$ cat config.mk
export PLATFORM = sky130hd
export DESIGN_NAME = adc_cc_reader
export DESIGN_NICKNAME = d
export VERILOG_FILES = /design/src/rtl/adc_rd_pkg.sv /design/src/rtl/adc_rd_shift.sv /design/src/rtl/adc_rd_seq.sv /design/src/rtl/adc_rd_out.sv /design/src/rtl/adc_cc_reader.sv
export SDC_FILE = /design/constraint.sdc
export NUM_CORES = 1
export LEC_CHECK = 0
export ABC_CLOCK_PERIOD_IN_PS = 2400
export CORE_ASPECT_RATIO = 1.5
export CORE_MARGIN = 8
export CORE_UTILIZATION = 50
export DETAILED_ROUTE_END_ITERATION = 16
export PLACE_DENSITY = 0.78
export SLEW_MARGIN = 0
export SYNTH_ARGS = -nofsm -noshare
export SYNTH_HDL_FRONTEND = slang
export SYNTH_SLANG_ARGS = --single-unit
$ cat constraint.sdc
create_clock -name clk -period 2.4 [get_ports clk]
set_clock_uncertainty 0.15 [all_clocks]
set_input_delay 0.36 -clock clk [delete_from_list [all_inputs] [get_ports clk]]
set_output_delay 0.36 -clock clk [all_outputs]
set_load 0.02 [all_outputs]
$ cat src/rtl/adc_rd_pkg.sv
package adc_rd_pkg;
  localparam int FLAG_BITS  = 8;
  localparam int RES_W      = 32;
  localparam int FRAME_BITS = FLAG_BITS + RES_W;
  localparam logic [7:0] FLAG_GO   = 8'h00;
  localparam logic [7:0] FLAG_EXIT = 8'hFF;

  typedef enum logic [2:0] {
    ST_IDLE,
    ST_CMD,
    ST_WHI,
    ST_WLO,
    ST_FRM
  } seq_st_t;

  function automatic logic [7:0] cmd_byte(input logic [2:0] ptr);
    return {2'b11, ptr, 3'b000};
  endfunction
endpackage

$ cat src/rtl/adc_rd_shift.sv
module adc_rd_shift #(
  parameter int CLK_DIV = 4,
  parameter int TX_W    = 8,
  parameter int RX_W    = 32,
  parameter int CNT_W   = 6
) (
  input  logic             clk,
  input  logic             rst_n,
  input  logic             go,
  input  logic [CNT_W-1:0] nbits,
  input  logic [TX_W-1:0]  txd,
  input  logic             sdo_s,
  output logic             busy,
  output logic             done,
  output logic [RX_W-1:0]  rxd,
  output logic             sclk,
  output logic             sdi
);
  localparam int HALF  = CLK_DIV / 2;
  localparam int DIV_W = $clog2(CLK_DIV);

  logic [DIV_W-1:0] div_q;
  logic [CNT_W-1:0] left_q;
  logic [TX_W-1:0]  tx_q;
  logic [RX_W-1:0]  rx_q;
  logic             busy_q, done_q, sclk_q;

  always_ff @(posedge clk or negedge rst_n) begin
    if (!rst_n) begin
      div_q  <= '0;
      left_q <= '0;
      tx_q   <= '0;
      rx_q   <= '0;
      busy_q <= 1'b0;
      done_q <= 1'b0;
      sclk_q <= 1'b0;
    end else begin
      done_q <= 1'b0;
      if (!busy_q) begin
        if (go) begin
          busy_q <= 1'b1;
          left_q <= nbits;
          tx_q   <= txd;
          div_q  <= '0;
        end
      end else if (div_q == DIV_W'(CLK_DIV - 1)) begin
        // end of the high phase: sample, drop the clock, advance the bit
        div_q  <= '0;
        sclk_q <= 1'b0;
        rx_q   <= {rx_q[RX_W-2:0], sdo_s};
        tx_q   <= {tx_q[TX_W-2:0], 1'b0};
        left_q <= left_q - 1'b1;
        if (left_q == CNT_W'(1)) begin
          busy_q <= 1'b0;
          done_q <= 1'b1;
        end
      end else begin
        div_q <= div_q + 1'b1;
        if (div_q == DIV_W'(HALF - 1)) sclk_q <= 1'b1;
      end
    end
  end

  assign busy = busy_q;
  assign done = done_q;
  assign rxd  = rx_q;
  assign sclk = sclk_q;
  assign sdi  = tx_q[TX_W-1];
endmodule

$ cat src/rtl/adc_rd_seq.sv
module adc_rd_seq
  import adc_rd_pkg::*;
#(
  parameter int DISC_LO = 3,
  parameter int DISC_HI = 5,
  parameter int CNT_W   = 6
) (
  input  logic             clk,
  input  logic             rst_n,
  input  logic             start,
  input  logic [2:0]       setup_ptr,
  input  logic             hi_rate,
  input  logic             stop,
  input  logic             sdo_s,
  input  logic             eng_done,
  input  logic [RES_W-1:0] eng_rxd,
  output logic             eng_go,
  output logic [CNT_W-1:0] eng_nbits,
  output logic [7:0]       eng_txd,
  output logic             push,
  output logic [RES_W-1:0] push_data,
  output logic             busy,
  output logic             clr_ovr
);
  localparam int DMAX  = (DISC_HI > DISC_LO) ? DISC_HI : DISC_LO;
  localparam int DISC_W = $clog2(DMAX + 1);

  seq_st_t          st_q;
  logic [DISC_W-1:0] disc_q;
  logic             pend_q, exit_q;
  logic             stop_now;

  assign stop_now = pend_q | stop;

  always_ff @(posedge clk or negedge rst_n) begin
    if (!rst_n) begin
      st_q      <= ST_IDLE;
      disc_q    <= '0;
      pend_q    <= 1'b0;
      exit_q    <= 1'b0;
      eng_go    <= 1'b0;
      eng_nbits <= '0;
      eng_txd   <= '0;
      push      <= 1'b0;
      push_data <= '0;
    end else begin
      eng_go <= 1'b0;
      push   <= 1'b0;
      pend_q <= stop_now;
      case (st_q)
        ST_IDLE: begin
          pend_q <= 1'b0;
          if (start) begin
            eng_go    <= 1'b1;
            eng_nbits <= CNT_W'(FLAG_BITS);
            eng_txd   <= cmd_byte(setup_ptr);
            disc_q    <= hi_rate ? DISC_W'(DISC_HI) : DISC_W'(DISC_LO);
            st_q      <= ST_CMD;
          end
        end
        ST_CMD: if (eng_done) st_q <= ST_WHI;
        ST_WHI: if (sdo_s) st_q <= ST_WLO;
        ST_WLO: begin
          if (!sdo_s) begin
            eng_go    <= 1'b1;
            eng_nbits <= CNT_W'(FRAME_BITS);
            eng_txd   <= stop_now ? FLAG_EXIT : FLAG_GO;
            exit_q    <= stop_now;
            pend_q    <= 1'b0;
            st_q      <= ST_FRM;
          end
        end
        ST_FRM: begin
          if (eng_done) begin
            if (disc_q != '0) begin
              disc_q <= disc_q - 1'b1;
            end else begin
              push      <= 1'b1;
              push_data <= eng_rxd;
            end
            st_q <= exit_q ? ST_IDLE : ST_WHI;
          end
        end
        default: st_q <= ST_IDLE;
      endcase
    end
  end

  assign busy    = (st_q != ST_IDLE);
  assign clr_ovr = start && (st_q == ST_IDLE);
endmodule

$ cat src/rtl/adc_rd_out.sv
module adc_rd_out #(
  parameter int W = 32
) (
  input  logic         clk,
  input  logic         rst_n,
  input  logic         push,
  input  logic [W-1:0] push_data,
  input  logic         clr,
  input  logic         res_ready,
  output logic         res_valid,
  output logic [W-1:0] res_data,
  output logic         overrun
);
  always_ff @(posedge clk or negedge rst_n) begin
    if (!rst_n) begin
      res_valid <= 1'b0;
      res_data  <= '0;
      overrun   <= 1'b0;
    end else begin
      if (push) begin
        res_valid <= 1'b1;
        res_data  <= push_data;
        if (res_valid && !res_ready) overrun <= 1'b1;
      end else if (res_valid && res_ready) begin
        res_valid <= 1'b0;
      end
      if (clr) overrun <= 1'b0;
    end
  end
endmodule

$ cat src/rtl/adc_cc_reader.sv
module adc_cc_reader
  import adc_rd_pkg::*;
#(
  parameter int CLK_DIV     = 4,
  parameter int SYNC_STAGES = 2,
  parameter int DISC_LO     = 3,
  parameter int DISC_HI     = 5
) (
  input  logic        clk,
  input  logic        rst_n,
  input  logic        start,
  input  logic [2:0]  setup_ptr,
  input  logic        hi_rate,
  input  logic        stop,
  output logic        busy,
  output logic        sclk,
  output logic        sdi,
  input  logic        sdo,
  output logic [31:0] res_data,
  output logic        res_valid,
  input  logic        res_ready,
  output logic        overrun
);
  localparam int CNT_W = $clog2(FRAME_BITS + 1);

  logic [SYNC_STAGES-1:0] sync_q;
  logic                   sdo_s;
  logic                   eng_go, eng_busy, eng_done;
  logic [CNT_W-1:0]       eng_nbits;
  logic [7:0]             eng_txd;
  logic [RES_W-1:0]       eng_rxd;
  logic                   push, clr_ovr;
  logic [RES_W-1:0]       push_data;

  always_ff @(posedge clk or negedge rst_n) begin
    if (!rst_n) sync_q <= '1;
    else        sync_q <= {sync_q[SYNC_STAGES-2:0], sdo};
  end
  assign sdo_s = sync_q[SYNC_STAGES-1];

  adc_rd_shift #(
    .CLK_DIV(CLK_DIV), .TX_W(8), .RX_W(RES_W), .CNT_W(CNT_W)
  ) u_shift (
    .clk(clk), .rst_n(rst_n), .go(eng_go), .nbits(eng_nbits), .txd(eng_txd),
    .sdo_s(sdo_s), .busy(eng_busy), .done(eng_done), .rxd(eng_rxd),
    .sclk(sclk), .sdi(sdi)
  );

  adc_rd_seq #(
    .DISC_LO(DISC_LO), .DISC_HI(DISC_HI), .CNT_W(CNT_W)
  ) u_seq (
    .clk(clk), .rst_n(rst_n), .start(start), .setup_ptr(setup_ptr),
    .hi_rate(hi_rate), .stop(stop), .sdo_s(sdo_s), .eng_done(eng_done),
    .eng_rxd(eng_rxd), .eng_go(eng_go), .eng_nbits(eng_nbits),
    .eng_txd(eng_txd), .push(push), .push_data(push_data), .busy(busy),
    .clr_ovr(clr_ovr)
  );

  adc_rd_out #(.W(RES_W)) u_out (
    .clk(clk), .rst_n(rst_n), .push(push), .push_data(push_data),
    .clr(clr_ovr), .res_ready(res_ready), .res_valid(res_valid),
    .res_data(res_data), .overrun(overrun)
  );

  logic unused_ok;
  assign unused_ok = eng_busy;
endmodule

==> flow_summary.ini <==
[yosys]
synth_compound_area_frac = 0.0565
synth_nets = 408
synth_mux_area_frac = 0.213
synth_top_area_share = 0.616
synth_cell_types = 37
yosys_warnings = 0
synthSimpleGateAreaFrac = 0.0604
ys.flop_type = dfrtp_1
synthXorXnorAreaFrac = 0.00322
synth_top_family_by_area = multiplexers
synth_seq_area_share = 0.626
syn_inst = 392
yosys.area_share.adder = 0.0138
synth-seq-cells = 136
synth_area_mm2 = 0.00544
async_reset_ff_frac = 1.00
avgSynthCellArea_um2 = 13.9
yosysTopAreaCell = dfrtp_1
synth_edf_count = 0
netlist_top_cells_area = dfrtp_1 (62%), mux2_2 (19%), nand2_1 (1.6%)

[cts]
cts_tree = yes
cts.sinks = 136
cts_buffers = 17
root_buffer = clkbuf_16
clk_latency_ns = 0.42
clk_pin_slew_ns = 0.06
clk_path_buf_depth = 2
htreeDepth = 4
cts_setup_buffers = 0

[pwr]
ir_worst_vdd_v = 0.000655
power_frac_seq = 0.432
power.total_mw = 6.88
switching_share = 0.306
power.switching_mw = 2.11
pwr-share-comb = 0.199
p_per_area_mw_per_mm2 = 1030
leakagePower_nw = 3.20
p_int_mw = 4.77
power_frac_clock = 0.369

[global_routing]
grt_pass1_vias = 3548
grt_pass1_wl_um = 17000
antenna_found_initial = 0
grt_usage = 0.150
grt_max_degree = 44
grt_overflow_total = 0

[placed_design]
portBuffers = 46
dp_hpwl_um = 6240
dpl.cell_count = 573
place_ws_ns = 0.321
placed_cell_area_mm2 = 0.00609
gp_congestion = 0.778

[min_path]
whs_path_depth = 1
hold_class = in2reg

[sta]
fin_ws_ns = 0.116
whs_ns = 0.210
rsz0062_at_grt = no
setup_viol = 0
hold_viol_final = 0
clock.fmax_mhz = 438
slew_viol_final = 0
timing.final.crit_period_ns = 2.28
tightest_slew_ns = 0.550
slew_headroom = 0.633
fin_crit_sh = 0.952
setup_tns_ns = 0

[floorplan]
start_util = 0.514
rows = 46
dieArea_mm2 = 0.0146
coreArea_mm2 = 0.0106
dieWidth_um = 101
ios = 47
dieHeight_um = 144

[critical_path]
cp_max_fo = 13
required_ns = 1.89
timing.rr.end = u_seq.push_data[30]
reg2reg_from = u_seq.disc_q[0]
r2r_slack_ns = 0.44
worstSetupEndpoint = busy
rr_worst_depth = 6
worst_setup_path_start_kind = flip-flop
timing.critical_path.from = u_seq.st_q[1]
crit_type = reg2out
crit_arrival_ns = 1.77
critPathCaptureType = primary output

[layout]
syn_to_final_growth_pct = 22.8
finalNonFillerCells = 606
fin_util = 0.631
num-fill-cells = 796
finalInstanceArea_mm2 = 0.00668
nets = 465
diodes = 0
drive_above_1_share = 0.303
seqCellArea_mm2 = 0.00341
multiInputGateArea_mm2 = 0.00190

[flow_run]
drv_cap = 0

[drt]
vias_per_cell = 5.21
finalWirelength_um = 9700
wl_per_cell_um = 16.0
first_pass_iters = 4
vias = 3156
ant_nets = 0
drtIter0Drc = 114
drc = 0

[status]
outcome = finished, final reports clean
layout by cell type, fill, tap and decap left out, drive strengths merged, types with 2 or more instances in the layout:
| master | netlist | routed |
|---|---|---|
| o31ai | 5 | 5 |
| nand2b | 6 | 6 |
| clkinvlp | 0 | 5 |
| dfrtp | 134 | 134 |
| nand3b | 4 | 4 |
| clkbuf | 3 | 17 |
| o22ai | 2 | 2 |
| inv | 9 | 18 |
| a21o | 5 | 5 |
| nand4 | 3 | 3 |
| nand2 | 24 | 24 |
| dfstp | 2 | 2 |
| mux2 | 96 | 96 |
| ha | 6 | 6 |
| a211oi | 2 | 2 |
| nor2 | 16 | 16 |
| a2bb2oi | 2 | 2 |
| nor3 | 5 | 5 |
| buf | 17 | 12 |
| mux2i | 8 | 8 |
| o21ai | 16 | 16 |
| or3b | 2 | 2 |
| a21oi | 12 | 12 |
| clkdlybuf4s50 | 0 | 45 |
| nor2b | 3 | 3 |
power groups by stage:
stage | combinational [mW] | clock (mW) | sequential (mW)
2_1_floorplan | 1.08 | 0 | 2.87
3_3_place_gp | 1.30 | 0 | 2.98
3_5_place_dp | 1.36 | 0 | 3.00
4_1_cts | 1.38 | 2.60 | 2.97
5_1_grt | 1.54 | 2.70 | 3.02
6_report | 1.37 | 2.54 | 2.97
layer usage:
metal,up-vias,routed length (um),track usage,part of all wire
met5,-,0,0,0
met4,0,119,0.0544,0.012
met3,10,458,0.0586,0.047
met2,54,4770,0.241,0.49
met1,1599,4360,0.177,0.45
li1,1493,-,-,-
cell usage after synthesis, types with 2 or more instances:
| library cell | number |
|---|---|
| nor2b_1 | 3 |
| clkbuf_1 | 3 |
| a2bb2oi_1 | 2 |
| nor2_1 | 16 |
| mux2_1 | 5 |
| nand2_1 | 23 |
| mux2i_1 | 8 |
| o21ai_0 | 16 |
| nand4_1 | 3 |
| dfrtp_1 | 134 |
| buf_2 | 13 |
| or3b_1 | 2 |
| nand2b_1 | 6 |
| a21o_1 | 5 |
| buf_6 | 3 |
| nand3b_1 | 4 |
| o31ai_1 | 5 |
| ha_1 | 6 |
| inv_1 | 9 |
| mux2_2 | 91 |
| o22ai_1 | 2 |
| nor3_1 | 5 |
| a21oi_1 | 12 |
| dfstp_2 | 2 |
| a211oi_1 | 2 |
repair_timing:
item / CTS / global route
setup endpoints to repair: 0 / 1
resized for setup: 0 / 1
hold endpoints to repair: 38 / 0
hold buffers: 1 / 0
logic make-up after synthesis:
group,after synthesis
AOI/OAI and AO/OA,50
xor gates and xnor gates,2
adders and majority gates,6
buffers and inverters,29
DFF,136
muxes,104
and+or+nand+nor,65
area by class of cell:
class	instances	share of cell area
Clock inverter	15	0.0230
Clock buffer	17	0.0637
Sequential cell	136	0.510
Inverter	9	0.00506
Multi-Input combinational cell	227	0.284
Timing Repair Buffer	58	0.0880
Tap cell	144	0.0270
flip-flops by register name (all words and copies together) (netlist names), 2 cells and up:
name             flops
u_seq.push_data     32
u_seq.eng_nbits      2
u_seq.eng_txd        5
u_seq.st_q           3
sync_q               2
u_shift.tx_q         8
u_shift.rxd         32
u_out.res_data      32
u_shift.left_q       6
u_seq.disc_q         3
u_shift.div_q        2
worst max-delay path, cell delays in order, from the launching register on:
cell and delay [ns]:
dfrtp_1 0.62, nor3_2 0.08, inv_1 0.06, clkdlybuf4s50_1 0.59
worst min-delay path by stage:
stage                         end  startpoint
floorplan           u_out.overrun       rst_n
global placement        sync_q[1]   sync_q[0]
detailed placement      sync_q[1]   sync_q[0]
CTS                     sync_q[0]         sdo
global route            sync_q[0]         sdo
finish                  sync_q[0]         sdo
(Power assumes the default switching activity.)
